`config.mk`:
```
export PLATFORM = sky130hd
export DESIGN_NAME = hb_blank_seq
export DESIGN_NICKNAME = d
export VERILOG_FILES = /design/src/rtl/hbs_pkg.sv /design/src/rtl/hbs_seq_timer.sv /design/src/rtl/hbs_gate_ctl.sv /design/src/rtl/hbs_blank_gen.sv /design/src/rtl/hb_blank_seq.sv
export SDC_FILE = /design/constraint.sdc
export NUM_CORES = 1
export LEC_CHECK = 0
export ABC_CLOCK_PERIOD_IN_PS = 1600
export BUFFER_PORTS_ARGS = -buffer_cell sky130_fd_sc_hd__buf_4
export CAP_MARGIN = 20
export CORE_AREA = 2 2 39 41
export DETAILED_ROUTE_END_ITERATION = 8
export DIE_AREA = 0 0 41 43
export PLACE_DENSITY_LB_ADDON = 0.2
export SETUP_SLACK_MARGIN = 0.4
export SYNTH_ARGS = -nofsm -noshare
export SYNTH_HDL_FRONTEND = slang
export SYNTH_SLANG_ARGS = --single-unit
```
`constraint.sdc`:
```
create_clock -name clk -period 1.6 [get_ports clk]
set_input_delay 0.16 -clock clk [delete_from_list [all_inputs] [get_ports clk]]
set_output_delay 0.16 -clock clk [all_outputs]
set_load 0.01 [all_outputs]
```
`src/rtl/hbs_pkg.sv`:
```
package hbs_pkg;

  // True when k lies in the window [first, first+len).
  function automatic logic in_span(int unsigned k, int unsigned first, int unsigned len);
    return (k >= first) && (k < first + len);
  endfunction

endpackage

```
`src/rtl/hbs_seq_timer.sv`:
```
module hbs_seq_timer #(
  parameter int unsigned LAST = 12,
  localparam int unsigned CW = $clog2(LAST + 1)
) (
  input  logic          clk,
  input  logic          rst_n,
  input  logic          start,
  output logic          run_q,
  output logic [CW-1:0] cnt_q,
  output logic          run_nx,
  output logic [CW-1:0] cnt_nx
);

  localparam logic [CW-1:0] END_M1 = CW'(LAST - 1);

  logic cnt_en;

  // Next-state logic
  always_comb begin
    run_nx = run_q;
    cnt_nx = cnt_q;
    if (start) begin
      run_nx = 1'b1;
      cnt_nx = '0;
    end else if (run_q) begin
      if (cnt_q == END_M1) begin
        run_nx = 1'b0;
        cnt_nx = '0;
      end else begin
        cnt_nx = cnt_q + 1'b1;
      end
    end
  end

  assign cnt_en = start | run_q;

  // Registers
  always_ff @(posedge clk or negedge rst_n) begin
    if (!rst_n) begin
      run_q <= 1'b0;
      cnt_q <= '0;
    end else begin
      run_q <= run_nx;
      if (cnt_en) begin
        cnt_q <= cnt_nx;
      end
    end
  end

  AST_CNT_RANGE: assert property (@(posedge clk) disable iff (!rst_n)
    run_q |-> (32'(cnt_q) < LAST));

endmodule

```
`src/rtl/hbs_gate_ctl.sv`:
```
module hbs_gate_ctl #(
  parameter int unsigned DEAD = 7,
  parameter int unsigned CW   = 4
) (
  input  logic          clk,
  input  logic          rst_n,
  input  logic          cmd,
  input  logic          run_q,
  input  logic [CW-1:0] cnt_nx,
  output logic          start,
  output logic          gate_hi,
  output logic          gate_lo
);

  logic level_q, seen_q;
  logic level_nx, seen_nx, hi_nx, lo_nx;
  logic apply_on, gate_en;

  // A new sequence is launched only from idle.
  assign start    = !run_q && (!seen_q || (cmd != level_q));
  assign apply_on = run_q && (32'(cnt_nx) == DEAD);
  assign gate_en  = start | apply_on;

  // Next-state logic
  always_comb begin
    level_nx = level_q;
    seen_nx  = seen_q;
    hi_nx    = gate_hi;
    lo_nx    = gate_lo;
    if (start) begin
      level_nx = cmd;
      seen_nx  = 1'b1;
      hi_nx    = 1'b0;
      lo_nx    = 1'b0;
    end else if (apply_on) begin
      hi_nx    = level_q;
      lo_nx    = !level_q;
    end
  end

  // Registers
  always_ff @(posedge clk or negedge rst_n) begin
    if (!rst_n) begin
      level_q <= 1'b0;
      seen_q  <= 1'b0;
      gate_hi <= 1'b0;
      gate_lo <= 1'b0;
    end else if (gate_en) begin
      level_q <= level_nx;
      seen_q  <= seen_nx;
      gate_hi <= hi_nx;
      gate_lo <= lo_nx;
    end
  end

  AST_GATE_EXCL: assert property (@(posedge clk) disable iff (!rst_n)
    !(gate_hi && gate_lo));

endmodule

```
`src/rtl/hbs_blank_gen.sv`:
```
module hbs_blank_gen
  import hbs_pkg::*;
#(
  parameter int unsigned DLY   = 2,
  parameter int unsigned LEN   = 3,
  parameter int unsigned DEAD  = 7,
  parameter int unsigned CW    = 4,
  parameter int unsigned LANES = 2
) (
  input  logic             clk,
  input  logic             rst_n,
  input  logic             run_nx,
  input  logic [CW-1:0]    cnt_nx,
  output logic [LANES-1:0] blank_n
);

  logic win_nx;

  // One window after the turn-off edge, one after the turn-on edge.
  assign win_nx = run_nx &&
                  (in_span(32'(cnt_nx), DLY, LEN) ||
                   in_span(32'(cnt_nx), DEAD + DLY, LEN));

  for (genvar g = 0; g < LANES; g++) begin : g_lane
    always_ff @(posedge clk or negedge rst_n) begin
      if (!rst_n) begin
        blank_n[g] <= 1'b1;
      end else begin
        blank_n[g] <= !win_nx;
      end
    end
  end

endmodule

```
`src/rtl/hb_blank_seq.sv`:
```
module hb_blank_seq #(
  parameter int unsigned BLANK_DLY_CYC = 2,
  parameter int unsigned BLANK_LEN_CYC = 3,
  parameter int unsigned DEAD_CYC      = 7
) (
  input  logic clk,
  input  logic rst_n,
  input  logic pwm_cmd,
  output logic gate_hi,
  output logic gate_lo,
  output logic blank_hi_n,
  output logic blank_lo_n,
  output logic busy
);

  localparam int unsigned LAST = DEAD_CYC + BLANK_DLY_CYC + BLANK_LEN_CYC;
  localparam int unsigned CW   = $clog2(LAST + 1);

  // Parameter legality: blanking must start after the edge and fit in the dead time.
  if (BLANK_DLY_CYC < 1 || BLANK_LEN_CYC < 1 ||
      DEAD_CYC < BLANK_DLY_CYC + BLANK_LEN_CYC) begin : g_bad_timing
    $error("hb_blank_seq: illegal timing parameters");
  end

  logic          start, run_q, run_nx;
  logic [CW-1:0] cnt_q, cnt_nx;
  logic [1:0]    blank_n;

  hbs_seq_timer #(.LAST(LAST)) u_timer (
    .clk    (clk),
    .rst_n  (rst_n),
    .start  (start),
    .run_q  (run_q),
    .cnt_q  (cnt_q),
    .run_nx (run_nx),
    .cnt_nx (cnt_nx)
  );

  hbs_gate_ctl #(.DEAD(DEAD_CYC), .CW(CW)) u_gates (
    .clk     (clk),
    .rst_n   (rst_n),
    .cmd     (pwm_cmd),
    .run_q   (run_q),
    .cnt_nx  (cnt_nx),
    .start   (start),
    .gate_hi (gate_hi),
    .gate_lo (gate_lo)
  );

  hbs_blank_gen #(
    .DLY   (BLANK_DLY_CYC),
    .LEN   (BLANK_LEN_CYC),
    .DEAD  (DEAD_CYC),
    .CW    (CW),
    .LANES (2)
  ) u_blank (
    .clk     (clk),
    .rst_n   (rst_n),
    .run_nx  (run_nx),
    .cnt_nx  (cnt_nx),
    .blank_n (blank_n)
  );

  assign blank_hi_n = blank_n[1];
  assign blank_lo_n = blank_n[0];
  assign busy       = run_q;

  AST_FALL_AT_START: assert property (@(posedge clk) disable iff (!rst_n)
    ($fell(gate_hi) || $fell(gate_lo)) |-> (run_q && cnt_q == '0));

  AST_RISE_AT_DEAD: assert property (@(posedge clk) disable iff (!rst_n)
    ($rose(gate_hi) || $rose(gate_lo)) |-> (run_q && 32'(cnt_q) == DEAD_CYC));

  AST_BLANK_START: assert property (@(posedge clk) disable iff (!rst_n)
    $fell(blank_hi_n) |-> (32'(cnt_q) == BLANK_DLY_CYC ||
                           32'(cnt_q) == DEAD_CYC + BLANK_DLY_CYC));

  AST_BLANK_PAIR: assert property (@(posedge clk) disable iff (!rst_n)
    blank_hi_n == blank_lo_n);

  AST_GATE_FROZEN: assert property (@(posedge clk) disable iff (!rst_n)
    !blank_hi_n |-> $stable({gate_hi, gate_lo}));

  AST_BUSY_END: assert property (@(posedge clk) disable iff (!rst_n)
    $fell(busy) |-> $rose(blank_lo_n));

endmodule

```
After elaboration in Yosys (flattened, before gate mapping)
Index checks and enable logic that the tools add are counted.

operators by class
  $add $sub $neg = 1
  magnitude comparators = 4
  equality and inequality tests = 3
  mux-type cells = 10
  bitwise logic cells = 2
  reduce and logical (&&, ||, !) cells = 14

operators by type and width
  cell                                                                                 number
  4-bit two-way mux                                                                    3
  1-bit two-way mux                                                                    7
  1-bit logical AND                                                                    5
  4-bit by 1-bit adder with 4-bit output, second input constant                        1
  4-bit by 3-bit equality test with 1-bit output, second input constant                1
  4-bit equality test, second input constant                                           1
  4-bit by 2-bit greater-or-equal comparator with 1-bit output, second input constant  1
  4-bit greater-or-equal comparator, second input constant                             1
  1-bit logical NOT                                                                    4
  4-bit by 3-bit less-than comparator with 1-bit output, second input constant         1
  4-bit less-than comparator, second input constant                                    1
  2-bit AND reduction                                                                  2
  1-bit logical OR                                                                     2
  1-bit OR                                                                             2
  2-bit nonzero test                                                                   1
  1-bit != test                                                                        1

word-level totals
  flip-flop bits (word level) = 10
  output and inout port bits = 5

Logic depth before layout (Yosys ltp)
Gate-level depths: netlist (run 1).

  depth in word-level cells = 9
  depth in mapped cells = 5
  gate-level depth less buffers = 5

Modules after synthesis
Synthesis (run 1) repeated with hierarchy kept, for this count alone.

second synthesis, totals
  cell total of the unflattened synthesis = 51
  area total of the unflattened synthesis = 524.3 um^2

modules (own cells, without submodules)
  module         times used  cells an instance  area each (um^2)
  hbs_seq_timer  1           29                 266.5
  hbs_gate_ctl   1           16                 188.9
  hbs_blank_gen  1           6                  68.8

Least setup slack after synthesis (run 1)
Ideal clock, no wire load.

  path kind = register -> register
  from = reg u_timer.cnt_q[0]
  to = reg u_blank.blank_n[1]
  library setup time = 0.087 ns
  arrival = 1.341 ns
  data required time = 1.513 ns
  slack = 0.172 ns
  cell stages (with the launch flop) = 6
  buffers on the path = 0
  cells stage by stage = dfrtp_1 -> ha_1 -> and3b_1 -> o32ai_1 -> and2_1 -> o221ai_2

between the ends
  cells in the longest elaborated chain, start to end = 9
  elaborated cells on any way between the ends = 17
  those cells by class = add/sub (1); order compare (4); eq/ne (1); mux (6); reduce/logical (5)

ends and longest elaborated chain
  item                                                                                        RTL line                                  RTL
  from (decl)                                                                                 hbs_seq_timer.sv:9                        output logic [CW-1:0] cnt_q,
  from (signal assigned)                                                                      hbs_seq_timer.sv:45                       cnt_q <= cnt_nx;
  4-bit by 1-bit adder with 4-bit output or 4-bit equality test (tied branches)               hbs_seq_timer.sv:30, hbs_seq_timer.sv:26
  4-bit two-way mux                                                                           hbs_seq_timer.sv:26                       if (cnt_q == END_M1) begin
  4-bit two-way mux                                                                           hbs_seq_timer.sv:25                       end else if (run_q) begin
  4-bit two-way mux                                                                           hbs_seq_timer.sv:22                       if (start) begin
  4-bit by 2-bit greater-or-equal comparator with 1-bit output, or another cell as far along  hbs_pkg.sv:5                              return (k >= first) && (k < first + len);
  1-bit logical AND                                                                           hbs_pkg.sv:5
  1-bit logical OR                                                                            hbs_blank_gen.sv:21                       (in_span(32'(cnt_nx), DLY, LEN) ||
  1-bit logical AND *                                                                         hbs_blank_gen.sv:20                       assign win_nx = run_nx &&
  1-bit logical NOT *                                                                         hbs_blank_gen.sv:29                       blank_n[g] <= !win_nx;
  to (signal, indexed assignment)                                                             hbs_blank_gen.sv:29
  to (decl)                                                                                   hbs_blank_gen.sv:14                       output logic [LANES-1:0] blank_n

Every way passes the cells marked *; elsewhere a longest branch is shown, timed or not.
A chain may end at the register's enable or synchronous reset.

Final worst setup path (run 1)
  from = reg u_gates.level_q
  to = reg u_blank.blank_n[1]

between the ends
  cells in the longest elaborated chain, start to end = 9
  elaborated cells on any way between the ends = 14
  those cells by class = order compare (4); eq/ne (1); mux (2); reduce/logical (7)

ends and longest elaborated chain
  item                                                                                        RTL line             RTL
  from (decl)                                                                                 hbs_gate_ctl.sv:15   logic level_q, seen_q;
  from (signal assigned)                                                                      hbs_gate_ctl.sv:49   level_q <= level_nx;
  1-bit != test *                                                                             hbs_gate_ctl.sv:20   assign start = !run_q && (!seen_q || (cmd != level_q));
  1-bit logical OR *                                                                          hbs_gate_ctl.sv:20
  1-bit logical AND *                                                                         hbs_gate_ctl.sv:20
  4-bit two-way mux                                                                           hbs_seq_timer.sv:22
  4-bit by 2-bit greater-or-equal comparator with 1-bit output, or another cell as far along  hbs_pkg.sv:5
  1-bit logical AND                                                                           hbs_pkg.sv:5
  1-bit logical OR                                                                            hbs_blank_gen.sv:21
  1-bit logical AND *                                                                         hbs_blank_gen.sv:20
  1-bit logical NOT *                                                                         hbs_blank_gen.sv:29

Marks and branches as above.

==> flow_summary.json, run 1 <==
{
  "peakVddDrop_mv": 1.22,
  "yosys-top-cells-count": "dfrtp_1, nand2_1, inv_1, nor2_1, o22ai_1",
  "synth-seq-cells": 10,
  "io_buffers": 7,
  "synth.top_cell.area_share": 0.409,
  "clockRootBuffer": "clkbuf_4",
  "die_w_um": 41,
  "finalClockSkew_ns": 0.00685,
  "avgSynthCellArea_um2": 10.0,
  "tightestPinTransition_ns": 0.290,
  "die_area_um2": 1760,
  "cts.sinks": 10,
  "power_density_nw_per_um2": 2500,
  "grt_overflow": 0,
  "clock_path_buffers": 2,
  "antenna_cells": 0,
  "final_cell_area_um2": 855,
  "drc": 0,
  "numCtsBuffers": 3,
  "postRouteAntennaNets": 0,
  "grt_setup_unrepaired": "yes",
  "crit_fanout": 4,
  "antenna_found_initial": 0,
  "vias": 521,
  "r2r.worst_path.cells": 5,
  "placed_area_um2": 642,
  "finalMaxSlewViolations": 0,
  "power.leakage_nw": 0.369,
  "layout-drive-gt1-share": 0.494,
  "fmax_mhz": 676,
  "status": "completed",
  "synth_ff_type": "dfrtp_1",
  "crit_arrival_ns": 1.67,
  "slew_headroom": 0.805,
  "wire_per_inst_um": 15.2,
  "grt_max_degree": 14,
  "drtPass1Iterations": 4,
  "hold_path.class": "in2async",
  "coreArea_um2": 1380,
  "final_cells": 93,
  "period_share": 0.925,
  "startpoint": "u_gates.level_q",
  "crit_required_ns": 1.79,
  "synthCells": 55,
  "chipHeight_um": 43,
  "dpl.cell_count": 78,
  "worstSkewPairLatency_ns": 0.27,
  "synth-edff-count": 0,
  "yosysSeqAreaShare": 0.457,
  "post-route-util": 0.618,
  "clk_pin_slew_ns": 0.07,
  "yosysWarnings": 0,
  "setup_viol": 0,
  "synth_cell_types": 31,
  "initial_core_util": 0.398,
  "wirelength_mm": 1.41,
  "async_flop_share": 1.00,
  "drt_iter0_drc": 15,
  "gp_congestion": 0.808,
  "cts_tree": "built",
  "end_kind": "flip-flop",
  "fin_tns_setup_ns": 0,
  "h-tree-depth": 1,
  "fin_nets": 82,
  "dp.final_hpwl_um": 812,
  "path_class": "reg2reg",
  "maxCapViolations": 0,
  "yosysMostFrequentCell": "dfrtp_1",
  "via_per_inst": 5.60,
  "synthToLayoutAreaGrowth_pct": 55.2,
  "r2r_start": "u_gates.level_q",
  "synth_area_leaders": "dfrtp_1, dfstp_2, nand2_1",
  "finalHoldViolCount": 0,
  "ios": 8,
  "rows": 14,
  "yosysTopAreaCell": "dfrtp_1",
  "grt_pass1_vias": 427,
  "grt_usage": 0.160,
  "synth_area_um2": 551,
  "synth_nets": 59,
  "grt_pass1_wl_mm": 1.81,
  "start_kind": "flip-flop",
  "finalCriticalPeriod_ns": 1.48
}
-- cells in the final DEF (no fill, tap or decap), drive strengths merged, types with 2 or more instances in the layout --
| cell type | netlist | routed |
|---|---|---|
| buf | 2 | 19 |
| o21ai | 2 | 2 |
| a41oi | 2 | 2 |
| inv | 4 | 4 |
| clkbuf | 0 | 4 |
| nor2 | 3 | 3 |
| and2 | 2 | 2 |
| o22ai | 3 | 3 |
| nand3b | 2 | 2 |
| dfrtp | 9 | 9 |
| nand2b | 2 | 2 |
| nand2 | 6 | 6 |
-- worst paths after layout --
path / end / slack, ns
setup / recovery: u_blank.blank_n[1] / 0.12
hold / removal: u_gates.seen_q / 0.24
setup reg to reg: u_blank.blank_n[1] / 0.12
hold reg to reg: u_gates.gate_hi / 0.56
max in group asynchronous: u_blank.blank_n[1] / 1.13
min in group clk: u_gates.level_q / 0.34
-- final cells by class --
| type | count | area (um2) |
|---|---|---|
| repair buffers | 20 | 168 |
| clock buffers | 4 | 36.3 |
| fillers | 115 | 529 |
| multi-input cells | 39 | 363 |
| inverters | 4 | 15.0 |
| well taps | 16 | 20.0 |
| flip-flops and latches | 10 | 253 |
-- metrics by stage --
stage	power (mW)	setup WS (ns)	hold slack (ns)
finish	2.14	0.120	0.243
global route	2.28	0.0960	0.253
CTS	1.63	0.187	0.249
detailed placement	1.34	0.155	-0.00511
global placement	1.35	0.115	-0.00401
floorplan	1.10	0.218	-0.136
-- power breakdown --
group | internal, mW | total [mW] | leakage [nW] | switching, mW
clock | 0.138 | 0.229 | 0.0210 | 0.0906
combinational | 0.769 | 1.40 | 0.237 | 0.631
sequential | 0.384 | 0.511 | 0.111 | 0.127
-- worst max-delay path: stages, from the launching register on --
cell,delay [ns]
dfrtp_2,0.46
xor2_4,0.26
buf_6,0.14
nor3_2,0.04
or3_4,0.34
o221ai_2,0.16
-- per-layer routing --
layer | share of wire | routed length [um] | GRT usage
met1 | 0.43 | 605 | 0.228
met2 | 0.50 | 702 | 0.197
met3 | 0.023 | 33 | 0.0471
met4 | 0.048 | 67 | 0.120
met5 | 0 | 0 | 0
-- repair_timing --
| item | 4_1_cts | 5_1_grt |
|---|---|---|
| setup endpoints to repair | 4 | 8 |
| pin swaps | 2 | 10 |
| hold endpoints to repair | 10 | 0 |
| cloned | 0 | 0 |
| gates resized for setup | 1 | 17 |
| hold buffers | 1 | 0 |
| buffers inserted | 3 | 7 |
-- logic make-up (layout without fill, tap and decap cells) --
family | after synthesis | after routing | share of synthesized area
compound gates | 14 | 14 | 0.205
simple gates | 22 | 22 | 0.220
xor+xnor | 2 | 2 | 0.0455
buf+inv | 6 | 28 | 0.0500
fa+ha+maj | 1 | 1 | 0.0227
flops | 10 | 10 | 0.457
-- sequential cells by signal, summed over array words and instances, names as in the netlist --
| register | flops |
|---|---|
| u_gates.gate_hi | 1 |
| u_timer.run_q | 1 |
| u_gates.gate_lo | 1 |
| u_blank.blank_n | 1 |
| u_gates.seen_q | 1 |
| u_gates.level_q | 1 |
| u_timer.cnt_q | 4 |
(Power assumes the default switching activity.)
==> run 2: changes to the inputs <==
--- a/config.mk
+++ b/config.mk
@@ -6,12 +6,13 @@
 export NUM_CORES = 1
 export LEC_CHECK = 0
 export ABC_CLOCK_PERIOD_IN_PS = 1600
-export BUFFER_PORTS_ARGS = -buffer_cell sky130_fd_sc_hd__buf_4
 export CAP_MARGIN = 20
 export CORE_AREA = 2 2 39 41
 export DETAILED_ROUTE_END_ITERATION = 8
 export DIE_AREA = 0 0 41 43
+export DONT_BUFFER_PORTS = 1
 export PLACE_DENSITY_LB_ADDON = 0.2
+export RECOVER_POWER = 100
 export SETUP_SLACK_MARGIN = 0.4
 export SYNTH_ARGS = -nofsm -noshare
 export SYNTH_HDL_FRONTEND = slang
==> run 2 against run 1 <==
- via count fell by 11%
- worst setup slack improved by 0.021 ns
- global-route usage rose by 0.70 points
- clock skew barely moved
- core utilization fell by 11 points
- sequential share of layout area rose by 6.2 points
- cell count fell by 12%
- first-iteration DRC count did not move
- flip-flop and latch count did not move
==> flow_summary.json, run 2 (synthesized netlist as in run 1, its figures left out) <==
{
  "total_power_mw": 1.71,
  "switchingPower_mw": 0.716,
  "clk_pin_slew_ns": 0.07,
  "fillCellCount": 125,
  "endpoint": "u_gates.gate_hi",
  "numCtsBuffers": 3,
  "fin_tns_setup_ns": 0,
  "end_kind": "flip-flop",
  "io_buffers": 0,
  "grt_setup_unrepaired": "yes",
  "synthToLayoutAreaGrowth_pct": 28.2,
  "h-tree-depth": 1,
  "die_area_um2": 1760,
  "ios": 8,
  "r2r.worst_path.cells": 5,
  "chipHeight_um": 43,
  "maxCapViolations": 0,
  "seqPwrFrac": 0.308,
  "startpoint": "u_timer.cnt_q[1]",
  "drt_iter0_drc": 15,
  "clock_path_buffers": 2,
  "start_kind": "flip-flop",
  "fmax_mhz": 685,
  "die_w_um": 41,
  "drtPass1Iterations": 4,
  "wirelength_mm": 1.19,
  "layout-drive-gt1-share": 0.273,
  "cts.sinks": 10,
  "postRouteAntennaNets": 0,
  "largest_reg_flops": 4,
  "finalClockSkew_ns": 0.00721,
  "p_int_mw": 0.996,
  "fin_nets": 71,
  "grt_pass1_vias": 437,
  "initial_core_util": 0.398,
  "cpMaxStageDelayCell": "dfrtp_1",
  "finalCriticalPeriod_ns": 1.46,
  "slew_headroom": 0.690,
  "grtUsageMet3": 0.0524,
  "grt_overflow": 0,
  "r2r_start": "u_timer.cnt_q[1]",
  "finalHoldViolCount": 0,
  "grt_usage": 0.167,
  "setup_viol": 0,
  "grt_pass1_wl_mm": 1.93,
  "crit_fanout": 5,
  "cts_tree": "built",
  "worstPathCellList": "ha_4 > nand3b_1 > o22ai_4 > a41oi_1 > o221a_1",
  "combPwrFrac": 0.582,
  "top_register": "u_timer.cnt_q",
  "layout_commonest_cell": "dfrtp_1",
  "period_share": 0.912,
  "peakVddDrop_mv": 0.907,
  "slowest_delay_ns": 0.39,
  "drc": 0,
  "rows": 14,
  "gp_congestion": 0.758,
  "crit_arrival_ns": 1.62,
  "met1_usage": 0.231,
  "clkPwrFrac": 0.109,
  "worst-r2r-setup-slack_ns": 0.14,
  "r2r_end": "u_gates.gate_hi",
  "layout_common_cells": "dfrtp_1, nand2_1, buf_4",
  "via_per_inst": 5.63,
  "status": "completed",
  "path_class": "reg2reg",
  "swShare": 0.418,
  "antenna_found_initial": 0,
  "grt_max_degree": 14,
  "antenna_cells": 0,
  "vias": 462,
  "met2_usage": 0.216,
  "finalMaxSlewViolations": 0,
  "worstSkewPairLatency_ns": 0.27,
  "power_density_nw_per_um2": 2430,
  "top_usage_layer": "met1",
  "crit_required_ns": 1.76,
  "hold_path.class": "in2reg",
  "tightestPinTransition_ns": 0.463,
  "dp.final_hpwl_um": 784,
  "power.leakage_nw": 0.293,
  "coreArea_um2": 1380,
  "clockRootBuffer": "clkbuf_4",
  "wire_per_inst_um": 14.5
}
==> run 2: metrics by stage <==
step	hold slack (ns)	utilization	setup slack, ns	area [um2]	cells
final	0.178	0.510	0.141	706	82
after global placement	-0.135	0.437	0.159	604	73
after CTS	0.172	0.474	0.151	656	80
after global routing	0.202	0.510	0.0489	706	82
after detailed placement	-0.135	0.437	0.153	604	73
after floorplan	-0.136	-	0.218	567	55
==> run 2: worst max-delay path, delay by kind of cell, from the launching register on <==
kind / cells / cell delay [ns]
AOI/OAI and AO/OA: 3 / 0.65
DFF: 1 / 0.39
adders and majority gates: 1 / 0.17
and+or+nand+nor: 1 / 0.15
==> run 2: routing by layer <==
| layer | share of wire | up-vias |
|---|---|---|
| li1 | - | 227 |
| met1 | 0.42 | 221 |
| met2 | 0.50 | 10 |
| met3 | 0.049 | 4 |
| met4 | 0.022 | 0 |
| met5 | 0 | - |
==> run 2: power groups by stage <==
| stage | Sequential, mW | Clock, mW | Combinational [mW] |
|---|---|---|---|
| 2_1_floorplan | 0.510 | 0 | 0.595 |
| 3_3_place_gp | 0.522 | 0 | 0.770 |
| 3_5_place_dp | 0.521 | 0 | 0.764 |
| 4_1_cts | 0.516 | 0.191 | 0.812 |
| 5_1_grt | 0.544 | 0.205 | 1.09 |
| 6_report | 0.528 | 0.187 | 0.996 |
==> run 2: final cells by class <==
type                    instances  area [um2]  area share
well taps                      16        20.0      0.0284
clock buffers                   4        26.3      0.0372
inverters                       4        15.0      0.0213
repair buffers                  9        70.1      0.0993
flip-flops and latches         10         253       0.358
multi-input cells              39         322       0.456
==> run 2: repair_timing <==
| item | in CTS | in global routing |
|---|---|---|
| resized for setup | 0 | 8 |
| cloned | 0 | 0 |
| hold buffers | 1 | 0 |
| buffers inserted | 2 | 2 |
| hold endpoints to repair | 10 | 0 |
| pin swaps | 1 | 3 |
| setup endpoints to repair | 6 | 8 |
==> run 2: worst min path at each step <==
stage	startpoint	end	slack (ns)	cells past startpoint
after detailed placement	rst_n	u_timer.cnt_q[0]	-0.14	0
after CTS	pwm_cmd	u_gates.gate_hi	0.17	3
after floorplan	rst_n	u_gates.gate_hi	-0.14	0
after global placement	rst_n	u_timer.run_q	-0.14	0
final	pwm_cmd	u_gates.gate_hi	0.18	3
after global routing	pwm_cmd	u_gates.level_q	0.20	2
==> run 3: changes to the inputs <==
--- a/config.mk
+++ b/config.mk
@@ -16,4 +16,5 @@
 export SETUP_SLACK_MARGIN = 0.4
 export SYNTH_ARGS = -nofsm -noshare
 export SYNTH_HDL_FRONTEND = slang
+export SYNTH_HIERARCHICAL = 1
 export SYNTH_SLANG_ARGS = --single-unit
==> run 3 against run 2 <==
- the run now ends with setup timing left
- synthesized area down 4.8%
- critical path depth up 2
- clock skew shrank 0.0034 ns
- global-route usage up 0.32 points
- power rose by 30%
- critical endpoint is now u_gates/gate_hi
- largest power group unchanged
==> flow_summary.json, run 3 <==
{
  "cpMaxStageDelayCell": "dfrtp_1",
  "fin_tns_setup_ns": -0.114,
  "p_int_mw": 1.35,
  "clk_pin_slew_ns": 0.07,
  "finalMaxSlewViolations": 0,
  "h-tree-depth": 1,
  "violations": "setup timing",
  "grtUsageMet3": 0.0471,
  "slew_headroom": 0.684,
  "yosysMostFrequentCell": "dfrtp_1",
  "setup_viol": 2,
  "path_class": "reg2reg",
  "combPwrFrac": 0.694,
  "placed_area_um2": 686,
  "initial_core_util": 0.379,
  "via_per_inst": 5.07,
  "die_area_um2": 1760,
  "finalHoldViolCount": 0,
  "peakVddDrop_mv": 1.24,
  "layout_common_cells": "buf_4, dfrtp_1, buf_6",
  "rows": 14,
  "maxCapViolations": 0,
  "cts.sinks": 10,
  "grt_max_degree": 11,
  "avgSynthCellArea_um2": 10.3,
  "yosysSeqAreaShare": 0.480,
  "hp-start": "pwm_cmd",
  "top_usage_layer": "met2",
  "io_buffers": 0,
  "start_kind": "flip-flop",
  "startpoint": "u_timer/cnt_q[0]",
  "grt_pass1_vias": 439,
  "fillCellCount": 109,
  "synth.top_cell.area_share": 0.430,
  "gp_congestion": 0.762,
  "synth-seq-cells": 10,
  "drtPass1Iterations": 4,
  "finalClockSkew_ns": 0.00377,
  "worstPathCellList": "ha_4 > nand3b_1 > nand2_2 > o31ai_4 > inv_2 > or3_1 > a21oi_2",
  "synthToLayoutAreaGrowth_pct": 71.6,
  "period_share": 1.06,
  "drt_iter0_drc": 7,
  "layout_commonest_cell": "buf_4",
  "coreArea_um2": 1380,
  "met1_usage": 0.213,
  "finalCriticalPeriod_ns": 1.69,
  "post-route-util": 0.650,
  "synth-edff-count": 0,
  "setup_ws_ns": -0.0896,
  "final_cells": 92,
  "clkPwrFrac": 0.084,
  "dpl.cell_count": 81,
  "numCtsBuffers": 3,
  "worstSkewPairLatency_ns": 0.27,
  "hold_path.class": "in2reg",
  "ios": 8,
  "grt_pass1_wl_mm": 1.88,
  "crit_arrival_ns": 1.89,
  "synth_cell_types": 26,
  "wirelength_mm": 1.40,
  "slowest_delay_ns": 0.43,
  "antenna_found_initial": 0,
  "clock_path_buffers": 2,
  "swShare": 0.394,
  "final_cell_area_um2": 900,
  "antenna_cells": 0,
  "chipHeight_um": 43,
  "cts_tree": "built",
  "fin_nets": 81,
  "dp_worst_setup_slack_ns": -0.110,
  "yosysWarnings": 6,
  "largest_reg_flops": 4,
  "status": "finished with violations",
  "r2r_start": "u_timer/cnt_q[0]",
  "async_flop_share": 1.00,
  "drc": 0,
  "fmax_mhz": 592,
  "grt_setup_unrepaired": "yes",
  "clockRootBuffer": "clkbuf_4",
  "grt_overflow": 0,
  "vias": 466,
  "tightestPinTransition_ns": 0.472,
  "crit_fanout": 4,
  "met2_usage": 0.231,
  "total_power_mw": 2.23,
  "dp.final_hpwl_um": 803,
  "die_w_um": 41,
  "crit_required_ns": 1.80,
  "yosys-top-cells-count": "dfrtp_1, nor2_1, a21oi_1, nand2_1, o21ai_0",
  "grt_usage": 0.171,
  "postRouteAntennaNets": 0,
  "power.leakage_nw": 0.378,
  "yosysTopAreaCell": "dfrtp_1",
  "wire_per_inst_um": 15.2,
  "switchingPower_mw": 0.878,
  "top_register": "u_timer/cnt_q",
  "synth_ff_type": "dfrtp_1",
  "synthCells": 51,
  "hold_ws_ns": 0.0307,
  "layout-drive-gt1-share": 0.671,
  "synth_area_um2": 524,
  "seqPwrFrac": 0.222,
  "end_kind": "flip-flop",
  "synth_nets": 55,
  "synth_area_leaders": "dfrtp_1, dfstp_2, nor2_1",
  "power_density_nw_per_um2": 2480
}
==> run 3: final timing paths <==
kind | slack, ns | endpoint | cells past startpoint
worst max register to register | -0.09 | u_gates/gate_hi | 7
min in group asynchronous | 0.28 | u_gates/gate_lo | 1
worst min-delay path | 0.03 | u_gates/level_q | 1
worst max-delay path | -0.09 | u_gates/gate_hi | 7
worst min register to register | 0.49 | u_gates/seen_q | 1
max in group asynchronous | 0.97 | u_timer/run_q | 1
==> run 3: final cells by class <==
type,instances,area [um2],area share
flip-flops and latches,10,254,0.282
inverters,2,7.51,0.00834
repair buffers,23,194,0.216
clock buffers,4,26.3,0.0292
multi-input cells,37,398,0.442
well taps,16,20.0,0.0223
==> run 3: power groups by stage <==
| stage | logic, mW | clock network, mW | registers, mW |
|---|---|---|---|
| 2_1_floorplan | 0.559 | 0 | 0.485 |
| 3_3_place_gp | 0.926 | 0 | 0.478 |
| 3_5_place_dp | 0.940 | 0 | 0.478 |
| 4_1_cts | 1.05 | 0.195 | 0.478 |
| 5_1_grt | 1.65 | 0.205 | 0.519 |
| 6_report | 1.55 | 0.188 | 0.495 |
==> run 3: what timing repair did <==
item / CTS / global route
endpoints found under the setup margin: 7 / 8
hold endpoints to repair: 10 / 0
buffers inserted: 0 / 6
gates resized for setup: 10 / 16
pin swaps: 0 / 11
hold buffers: 1 / 0
==> run 3: per-layer routing <==
| metal | wire, um | part of all wire |
|---|---|---|
| met3 | 47 | 0.034 |
| met1 | 571 | 0.41 |
| met5 | 0 | 0 |
| met4 | 44 | 0.031 |
| met2 | 734 | 0.52 |
==> run 3: critical path, delay by kind of cell (launching register included) <==
kind            cells  cell delay [ns]
simple gates        3             0.55
flops               1             0.43
compound gates      2             0.40
fa+ha+maj           1             0.19
buf+inv             1             0.06
==> run 3: cell families (layout without fill, tap and decap cells) <==
kind of cell,after synthesis,count (layout),synth area share
compound gates,14,14,0.169
fa+ha+maj,1,1,0.0239
flops,10,10,0.480
xor+xnor,1,1,0.0167
simple gates,18,18,0.212
mux,3,3,0.0597
buf+inv,4,29,0.0382
